--- src/rtl/rsv_pkg.sv ---
package rsv_pkg;

    // Per-slot steering decision derived from the two presence flags
    typedef struct packed {
        logic insert;       // lower-priority packet goes into the store
        logic discard;      // current store content is thrown away
        logic recirc;       // store content loops back into the store
        logic release_buf;  // store content goes to the output
        logic take_hi;      // forwarded input is the high-priority one
    } steer_t;

    localparam steer_t STEER_IDLE = '{insert: 1'b0, discard: 1'b0, recirc: 1'b0,
                                      release_buf: 1'b1, take_hi: 1'b0};

    // Half adder: carry = contention, sum = single arrival
    function automatic steer_t steer_from_flags(input logic lo_p, input logic hi_p);
        steer_t s;
        logic carry_c;
        logic sum_c;
        carry_c       = lo_p & hi_p;
        sum_c         = lo_p ^ hi_p;
        s.insert      = carry_c;
        s.discard     = carry_c;
        s.recirc      = sum_c;
        s.release_buf = ~(carry_c | sum_c);
        s.take_hi     = hi_p;
        return s;
    endfunction

endpackage

--- src/rtl/rsv_slot_ctrl.sv ---
module rsv_slot_ctrl
    import rsv_pkg::*;
(
    input  logic   clk,
    input  logic   rst,
    input  logic   slot_start,
    input  logic   lo_p,
    input  logic   hi_p,
    output steer_t steer,
    output logic   first_word
);
    steer_t live_s;
    steer_t held_q;

    assign live_s = steer_from_flags(lo_p, hi_p);

    always_ff @(posedge clk) begin
        if (rst) begin
            held_q <= STEER_IDLE;
        end else if (slot_start) begin
            held_q <= live_s;
        end
    end

    // First word uses the live decision, the rest of the slot the held one
    assign steer      = slot_start ? live_s : held_q;
    assign first_word = slot_start;
endmodule

--- src/rtl/rsv_delay_line.sv ---
module rsv_delay_line #(
    parameter int W     = 8,
    parameter int DEPTH = 4
) (
    input  logic         clk,
    input  logic         rst,
    input  logic         in_v,
    input  logic [W-1:0] in_d,
    output logic         out_v,
    output logic [W-1:0] out_d
);
    localparam int LAST = DEPTH - 1;

    logic [DEPTH-1:0] v_q;
    logic [W-1:0]     d_q [DEPTH];

    always_ff @(posedge clk) begin
        if (rst) begin
            v_q <= '0;
        end else begin
            v_q[0] <= in_v;
            for (int i = 1; i < DEPTH; i++) begin
                v_q[i] <= v_q[i-1];
            end
        end
    end

    always_ff @(posedge clk) begin
        d_q[0] <= in_d;
        for (int i = 1; i < DEPTH; i++) begin
            d_q[i] <= d_q[i-1];
        end
    end

    assign out_v = v_q[LAST];
    assign out_d = d_q[LAST];
endmodule

--- src/rtl/rsv_steer.sv ---
module rsv_steer
    import rsv_pkg::*;
#(
    parameter int W = 8
) (
    input  steer_t       steer,
    input  logic         first_word,
    input  logic [W-1:0] lo_word,
    input  logic [W-1:0] hi_word,
    input  logic         head_v,
    input  logic [W-1:0] head_d,
    output logic         fwd_v,
    output logic [W-1:0] fwd_d,
    output logic         store_v,
    output logic [W-1:0] store_d,
    output logic         drop_now
);
    always_comb begin
        // Output side
        if (steer.release_buf) begin
            fwd_v = head_v;
            fwd_d = head_d;
        end else begin
            fwd_v = 1'b1;
            fwd_d = steer.take_hi ? hi_word : lo_word;
        end
        // Store side
        if (steer.insert) begin
            store_v = 1'b1;
            store_d = lo_word;
        end else if (steer.recirc) begin
            store_v = head_v;
            store_d = head_d;
        end else begin
            store_v = 1'b0;
            store_d = head_d;
        end
        drop_now = steer.discard & first_word & head_v;
    end
endmodule

--- src/rtl/slot_contention_resolver.sv ---
module slot_contention_resolver
    import rsv_pkg::*;
#(
    parameter int DATA_W     = 8,
    parameter int SLOT_WORDS = 4
) (
    input  logic              clk,
    input  logic              rst,
    input  logic              slot_start,
    input  logic              lo_present,
    input  logic [DATA_W-1:0] lo_word,
    input  logic              hi_present,
    input  logic [DATA_W-1:0] hi_word,
    output logic              out_valid,
    output logic [DATA_W-1:0] out_word,
    output logic              drop_pulse
);
    steer_t            steer;
    logic              first_word;
    logic              head_v;
    logic [DATA_W-1:0] head_d;
    logic              fwd_v;
    logic [DATA_W-1:0] fwd_d;
    logic              store_v;
    logic [DATA_W-1:0] store_d;
    logic              drop_now;

    rsv_slot_ctrl u_ctrl (
        .clk        (clk),
        .rst        (rst),
        .slot_start (slot_start),
        .lo_p       (lo_present),
        .hi_p       (hi_present),
        .steer      (steer),
        .first_word (first_word)
    );

    rsv_delay_line #(.W(DATA_W), .DEPTH(SLOT_WORDS)) u_store (
        .clk   (clk),
        .rst   (rst),
        .in_v  (store_v),
        .in_d  (store_d),
        .out_v (head_v),
        .out_d (head_d)
    );

    rsv_steer #(.W(DATA_W)) u_steer (
        .steer      (steer),
        .first_word (first_word),
        .lo_word    (lo_word),
        .hi_word    (hi_word),
        .head_v     (head_v),
        .head_d     (head_d),
        .fwd_v      (fwd_v),
        .fwd_d      (fwd_d),
        .store_v    (store_v),
        .store_d    (store_d),
        .drop_now   (drop_now)
    );

    always_ff @(posedge clk) begin
        if (rst) begin
            out_valid  <= 1'b0;
            drop_pulse <= 1'b0;
        end else begin
            out_valid  <= fwd_v;
            drop_pulse <= drop_now;
        end
    end

    always_ff @(posedge clk) begin
        out_word <= fwd_d;
    end
endmodule

--- config.mk ---
export PLATFORM = sky130hd
export DESIGN_NAME = slot_contention_resolver
export DESIGN_NICKNAME = d
export VERILOG_FILES = /design/src/rtl/rsv_pkg.sv /design/src/rtl/rsv_slot_ctrl.sv /design/src/rtl/rsv_delay_line.sv /design/src/rtl/rsv_steer.sv /design/src/rtl/slot_contention_resolver.sv
export SDC_FILE = /design/constraint.sdc
export NUM_CORES = 1
export LEC_CHECK = 0
export CORE_ASPECT_RATIO = 0.8
export CORE_UTILIZATION = 25
export DETAILED_ROUTE_END_ITERATION = 8
export GPL_ROUTABILITY_DRIVEN = 1
export MAX_ROUTING_LAYER = met4
export PLACE_DENSITY = 0.56
export SYNTH_ARGS = -nofsm -noshare
export SYNTH_HDL_FRONTEND = slang
export SYNTH_SLANG_ARGS = --single-unit
--- constraint.sdc ---
create_clock -name clk -period 2.58 [get_ports clk]
set_clock_uncertainty 0.2 [all_clocks]
set_input_delay 0.258 -clock clk [delete_from_list [all_inputs] [get_ports clk]]
set_output_delay 0.258 -clock clk [all_outputs]
set_load 0.03 [all_outputs]
==> out/results.ini, run 1 <==
[outcome]
status = complete, no violations

[synth]
ys_warn_count = 0
ys_seq_area_frac = 0.698
synth-seq-cells = 50
syn-instance-count = 105
syn-num-nets = 128
yosysUniqueCellTypes = 16
avgSynthCellArea_sq_um = 13.7
netlist_area_sq_um = 1430

[clock_tree]
cts_tree = built
cts_setup_buffers = 0
cts_buffers = 5
cts_max_level = 2
clockBufferDepth = 2
root_buffer = clkbuf_8
worstSkewPairLatency_ps = 300
path_clk_slew_ps = 80
clock-sinks = 50
cts_resized = 0
hold_buffers = 0

[route]
wl_microns = 2410
wl_per_cell_microns = 11.1
ant_nets = 0
drtPass1Iterations = 3
vias_per_cell = 3.72
drt-initial-drc-count = 15
vias = 812
drc = 0

[critical_path]
r2r-start = u_ctrl.held_q[0]
cp_top_family = multiplexers
arrival_ps = 1900
critical_path.cell_chain = clkdlybuf4s50_1 > mux2i_4 > mux2i_1 > a21oi_1
required_ps = 2540
startpoint = slot_start
critPathBufInv = 1
end_kind = flip-flop
cpMaxStageDelayCell = clkdlybuf4s50_1
crit_type = primary input to flip-flop
start_kind = primary input
critPathMaxFanout = 9
slowest_delay_ps = 750

[timing]
fmax_ghz = 0.515
worst_pin_slew_ps = 538
post-route-period-util = 0.753
setup_violations = 0
rsz0062_at_grt = no
slew_viol_final = 0
min_period_ps = 1940
max_slew_margin = 0.633
hold_viol = 0
fin_setup_tns_ps = 0

[global_route]
grt_antenna_before_repair = 0
grt_max_degree = 19
grt_pass1_wl_microns = 3840
grt_pass1_vias = 850
overflow = 0
grt_use_total = 0.0889

[min_path]
hold_start = u_store.d_q[2][7]
min_path_type = flip-flop to flip-flop

[die]
io-pin-count = 31
rows = 24
die_h_microns = 69.7
start_util = 0.261
core-area_sq_um = 5500
fp.dieArea_sq_um = 6040
die_x_microns = 86.7

[placement]
hpwl_microns = 1670
io_buffers = 30
gp_congestion = 0.672
place_inst = 210
placed_area_sq_um = 1810

[final_layout]
area_delta_synth_final_pct = 33.2
final_common_cell = dfxtp_1
drive_gt1_frac = 0.136
diodes = 0
final_cell_mix = dfxtp_1 (50), clkdlybuf4s50_1 (30), nor2_1 (13)
final.fill_count = 536
nets = 162
finalInstanceArea_sq_um = 1910
instances_no_fill = 218

[power]
p_int_uw = 1240
power_switching_share = 0.244
p_leak_uw = 0.000783
p_seq_frac = 0.574
peakVddDrop_mv = 0.262
pwr-share-comb = 0.138
p_per_area_nw_per_um2 = 862
p_switching_uw = 403
p_clk_frac = 0.288

[run]
drv_cap = 0

==> cells in the mapped netlist <==
cell,instances,area [sq um]
inv_1,2,7.51
mux2i_4,3,67.6
buf_2,1,5.00
mux2_2,8,90.1
clkbuf_1,1,3.75
a21o_1,1,7.51
nand2_1,1,3.75
a21oi_1,8,40.0
nor2b_1,3,18.8
nor3b_1,1,7.51
mux2i_1,9,90.1
ha_1,2,25.0
nand2b_1,1,6.26
buf_6,1,11.3
nor2_1,13,48.8
dfxtp_1,50,1000
==> routing by layer <==
metal | vias to the layer above | GRT usage | share of wire
li1 | 409 | - | -
met1 | 375 | 0.0975 | 0.47
met2 | 22 | 0.136 | 0.44
met3 | 6 | 0.0369 | 0.065
met4 | 0 | 0.0500 | 0.022
met5 | - | - | 0
==> cells by family after synthesis <==
kind of cell | after synthesis | share of synthesized area
flip-flops | 50 | 0.698
AND/OR/NAND/NOR | 19 | 0.0593
multiplexers | 20 | 0.173
adder cells (fa/ha/maj) | 2 | 0.0174
buffers and inverters | 5 | 0.0192
AO/OA/AOI/OAI | 9 | 0.0332
==> layout make-up <==
cell class | count | area (sq um) | area share
sequential | 50 | 1000 | 0.524
inverter | 2 | 7.51 | 0.00393
tap | 78 | 97.6 | 0.0511
clock buffer | 6 | 82.6 | 0.0432
timing repair buffer | 30 | 300 | 0.157
multi-input combinational | 50 | 405 | 0.212
clock inverter | 2 | 16.3 | 0.00851
==> power by group through the flow <==
stage / logic, uW / registers (uW) / clock network (uW)
finish: 227 / 946 / 474
global route: 243 / 961 / 522
CTS: 232 / 948 / 490
detailed placement: 229 / 965 / 0
global placement: 225 / 961 / 0
floorplan: 84.8 / 1000 / 0
==> metrics by stage <==
| stage | total power, uW | util | setup slack (ps) | hold slack [ps] |
|---|---|---|---|---|
| after floorplan | 1090 | - | 1160 | 110 |
| after global placement | 1190 | 0.330 | 353 | 112 |
| after detailed placement | 1190 | 0.330 | 280 | 112 |
| after CTS | 1670 | 0.348 | 598 | 132 |
| after global routing | 1730 | 0.348 | 529 | 140 |
| final | 1650 | 0.348 | 637 | 130 |
==> flip-flops by register name, indices dropped and copies added (netlist names) <==
name,flops
u_store.d_q,32
out_word,8
u_ctrl.held_q,4
u_store.v_q,4
drop_pulse,1
out_valid,1
==> final timing paths <==
| path | endpoint | slack, ps | cells after the start |
|---|---|---|---|
| setup / recovery | out_word[7] | 640 | 4 |
| hold / removal | u_store.d_q[3][7] | 130 | 0 |
| setup reg to reg | out_word[7] | 1180 | 3 |
| hold reg to reg | u_store.d_q[3][7] | 130 | 0 |
(Power assumes the default switching activity.)
==> run 2, diff against run 1 <==
--- a/config.mk
+++ b/config.mk
@@ -10,7 +10,7 @@
 export DETAILED_ROUTE_END_ITERATION = 8
 export GPL_ROUTABILITY_DRIVEN = 1
 export MAX_ROUTING_LAYER = met4
-export PLACE_DENSITY = 0.56
+export PLACE_DENSITY = 0.58
 export SYNTH_ARGS = -nofsm -noshare
 export SYNTH_HDL_FRONTEND = slang
 export SYNTH_SLANG_ARGS = --single-unit
==> constraint.sdc (replaced) <==
create_clock -name clk -period 1.65 [get_ports clk]
set_clock_uncertainty 0.2 [all_clocks]
set_input_delay 0.165 -clock clk [delete_from_list [all_inputs] [get_ports clk]]
set_output_delay 0.165 -clock clk [all_outputs]
set_load 0.03 [all_outputs]
==> run 2 against run 1 <==
Non-clock buffer count increased by 5. Critical path depth increased by 1. Sequential power increased by 56%. Final area increased by 3.7%. Clock-buffer cell count increased by 1. First-iteration DRC count decreased by 6.7%. Combinational power increased by 58%. Power increased by 55%. Worst setup slack got worse by 550 ps. Clock power increased by 49%.
==> out/results.ini, run 2 (synthesized netlist as in run 1, its figures left out) <==
[outcome]
status = complete, no violations

[final_layout]
nets = 167
reg_top3 = u_store.d_q (32), out_word (8)
diodes = 0
final_cell_mix = dfxtp_1 (50), clkdlybuf4s50_1 (20), nor2_1 (13)
final_common_cell = dfxtp_1
largest_reg_flops = 32
area_delta_synth_final_pct = 38.2
finalInstanceArea_sq_um = 1980
top_register = u_store.d_q
instances_no_fill = 223
drive_gt1_frac = 0.159

[die]
core-area_sq_um = 5500
die_x_microns = 86.7
rows = 24
start_util = 0.261
io-pin-count = 31
die_h_microns = 69.7
fp.dieArea_sq_um = 6040

[timing]
fmax_ghz = 0.641
worst_pin_slew_ps = 314
slew_viol_final = 0
setup_violations = 0
rsz0062_at_grt = no
max_slew_margin = 0.790
hold_viol = 0
post-route-period-util = 0.946
min_period_ps = 1560

[global_route]
grt_pass1_wl_microns = 3880
grt_use_total = 0.0920
overflow = 0
grt_pass1_vias = 859
grt_max_degree = 19
grt_antenna_before_repair = 0

[route]
drt-initial-drc-count = 14
drtPass1Iterations = 4
vias_per_cell = 3.69
wl_microns = 2310
vias = 823
wl_per_cell_microns = 10.3
ant_nets = 0
drc = 0

[critical_path]
r2r_cells = 3
cpMaxStageDelayCell = clkdlybuf4s50_1
cp_top_family = buffers and inverters
slowest_delay_ps = 520
crit_type = primary input to flip-flop
start_kind = primary input
arrival_ps = 1550
r2r-start = u_ctrl.held_q[4]
crit_top_cell = buf_12
end_kind = flip-flop
critPathBufInv = 3
critPathMaxFanout = 9
regToRegSetupSlack_ps = 370
critical_path.cell_chain = clkdlybuf4s50_1 > buf_12 > mux2i_4 > buf_12 > mux2_2
required_ps = 1640
r2r_end = u_store.d_q[0][1]

[min_path]
hold_end = u_store.d_q[2][2]
holdPathStages = 0
min_path_type = flip-flop to flip-flop
hold_start = u_store.d_q[1][2]

[clock_tree]
path_clk_slew_ps = 80
cts_buffers = 5
clockBufferDepth = 2
root_buffer = clkbuf_8
cts_max_level = 2
cts_tree = built
cts_setup_buffers = 0
clock-sinks = 50
worstSkewPairLatency_ps = 300
hold_buffers = 0

[power]
peakVddDrop_mv = 0.482
p_per_area_nw_per_um2 = 1280
p_leak_uw = 0.000858

[placement]
io_buffers = 30
placed_area_sq_um = 1900
place_inst = 215
gp_congestion = 0.671
hpwl_microns = 1550

[run]
drv_cap = 0

[run 2: worst max path at each step]
stage	slack (ps)	depth (start not counted)	to	startpoint
final	90	5	u_store.d_q[0][1]	slot_start
after global routing	60	6	out_word[6]	slot_start
after CTS	1	1	drop_pulse	drop_pulse
after detailed placement	-220	5	u_store.d_q[0][1]	slot_start
after global placement	-200	5	u_store.d_q[0][2]	slot_start
after floorplan	330	3	u_store.d_q[0][0]	lo_present
[run 2: layout make-up]
| class | count | area, sq um |
|---|---|---|
| repair buffers | 35 | 379 |
| fillers | 543 | 3510 |
| clock inverters | 1 | 5.00 |
| inverters | 2 | 7.51 |
| flip-flops and latches | 50 | 1000 |
| well taps | 78 | 97.6 |
| multi-input cells | 50 | 405 |
| clock buffers | 7 | 86.3 |
[run 2: per-stage QoR]
step	TNS [ps]	worst slack [ps]	utilization	total power [uW]	hold slack [ps]
CTS	0	1.18	0.360	2590	134
detailed placement	-3320	-217	0.346	1900	113
global route	0	64.0	0.361	2680	138
finish	0	89.0	0.361	2550	131
floorplan	0	325	-	1700	110
global placement	-3050	-198	0.346	1890	111
[run 2: what timing repair did]
item | 4_1_cts | 5_1_grt
gates resized for setup | 9 | 1
gates cloned | 0 | 0
setup endpoints to repair | 9 | 1
[run 2: per-layer routing]
layer,GRT usage,vias to the layer above,share of wire
li1,-,421,-
met1,0.106,373,0.48
met2,0.128,23,0.43
met3,0.0476,6,0.069
met4,0.0500,0,0.024
met5,-,-,0
[run 2: power breakdown]
group / internal, uW / total, uW / switching, uW
Sequential: 1420 / 1480 / 61.6
Combinational: 182 / 359 / 176
Clock: 338 / 707 / 369
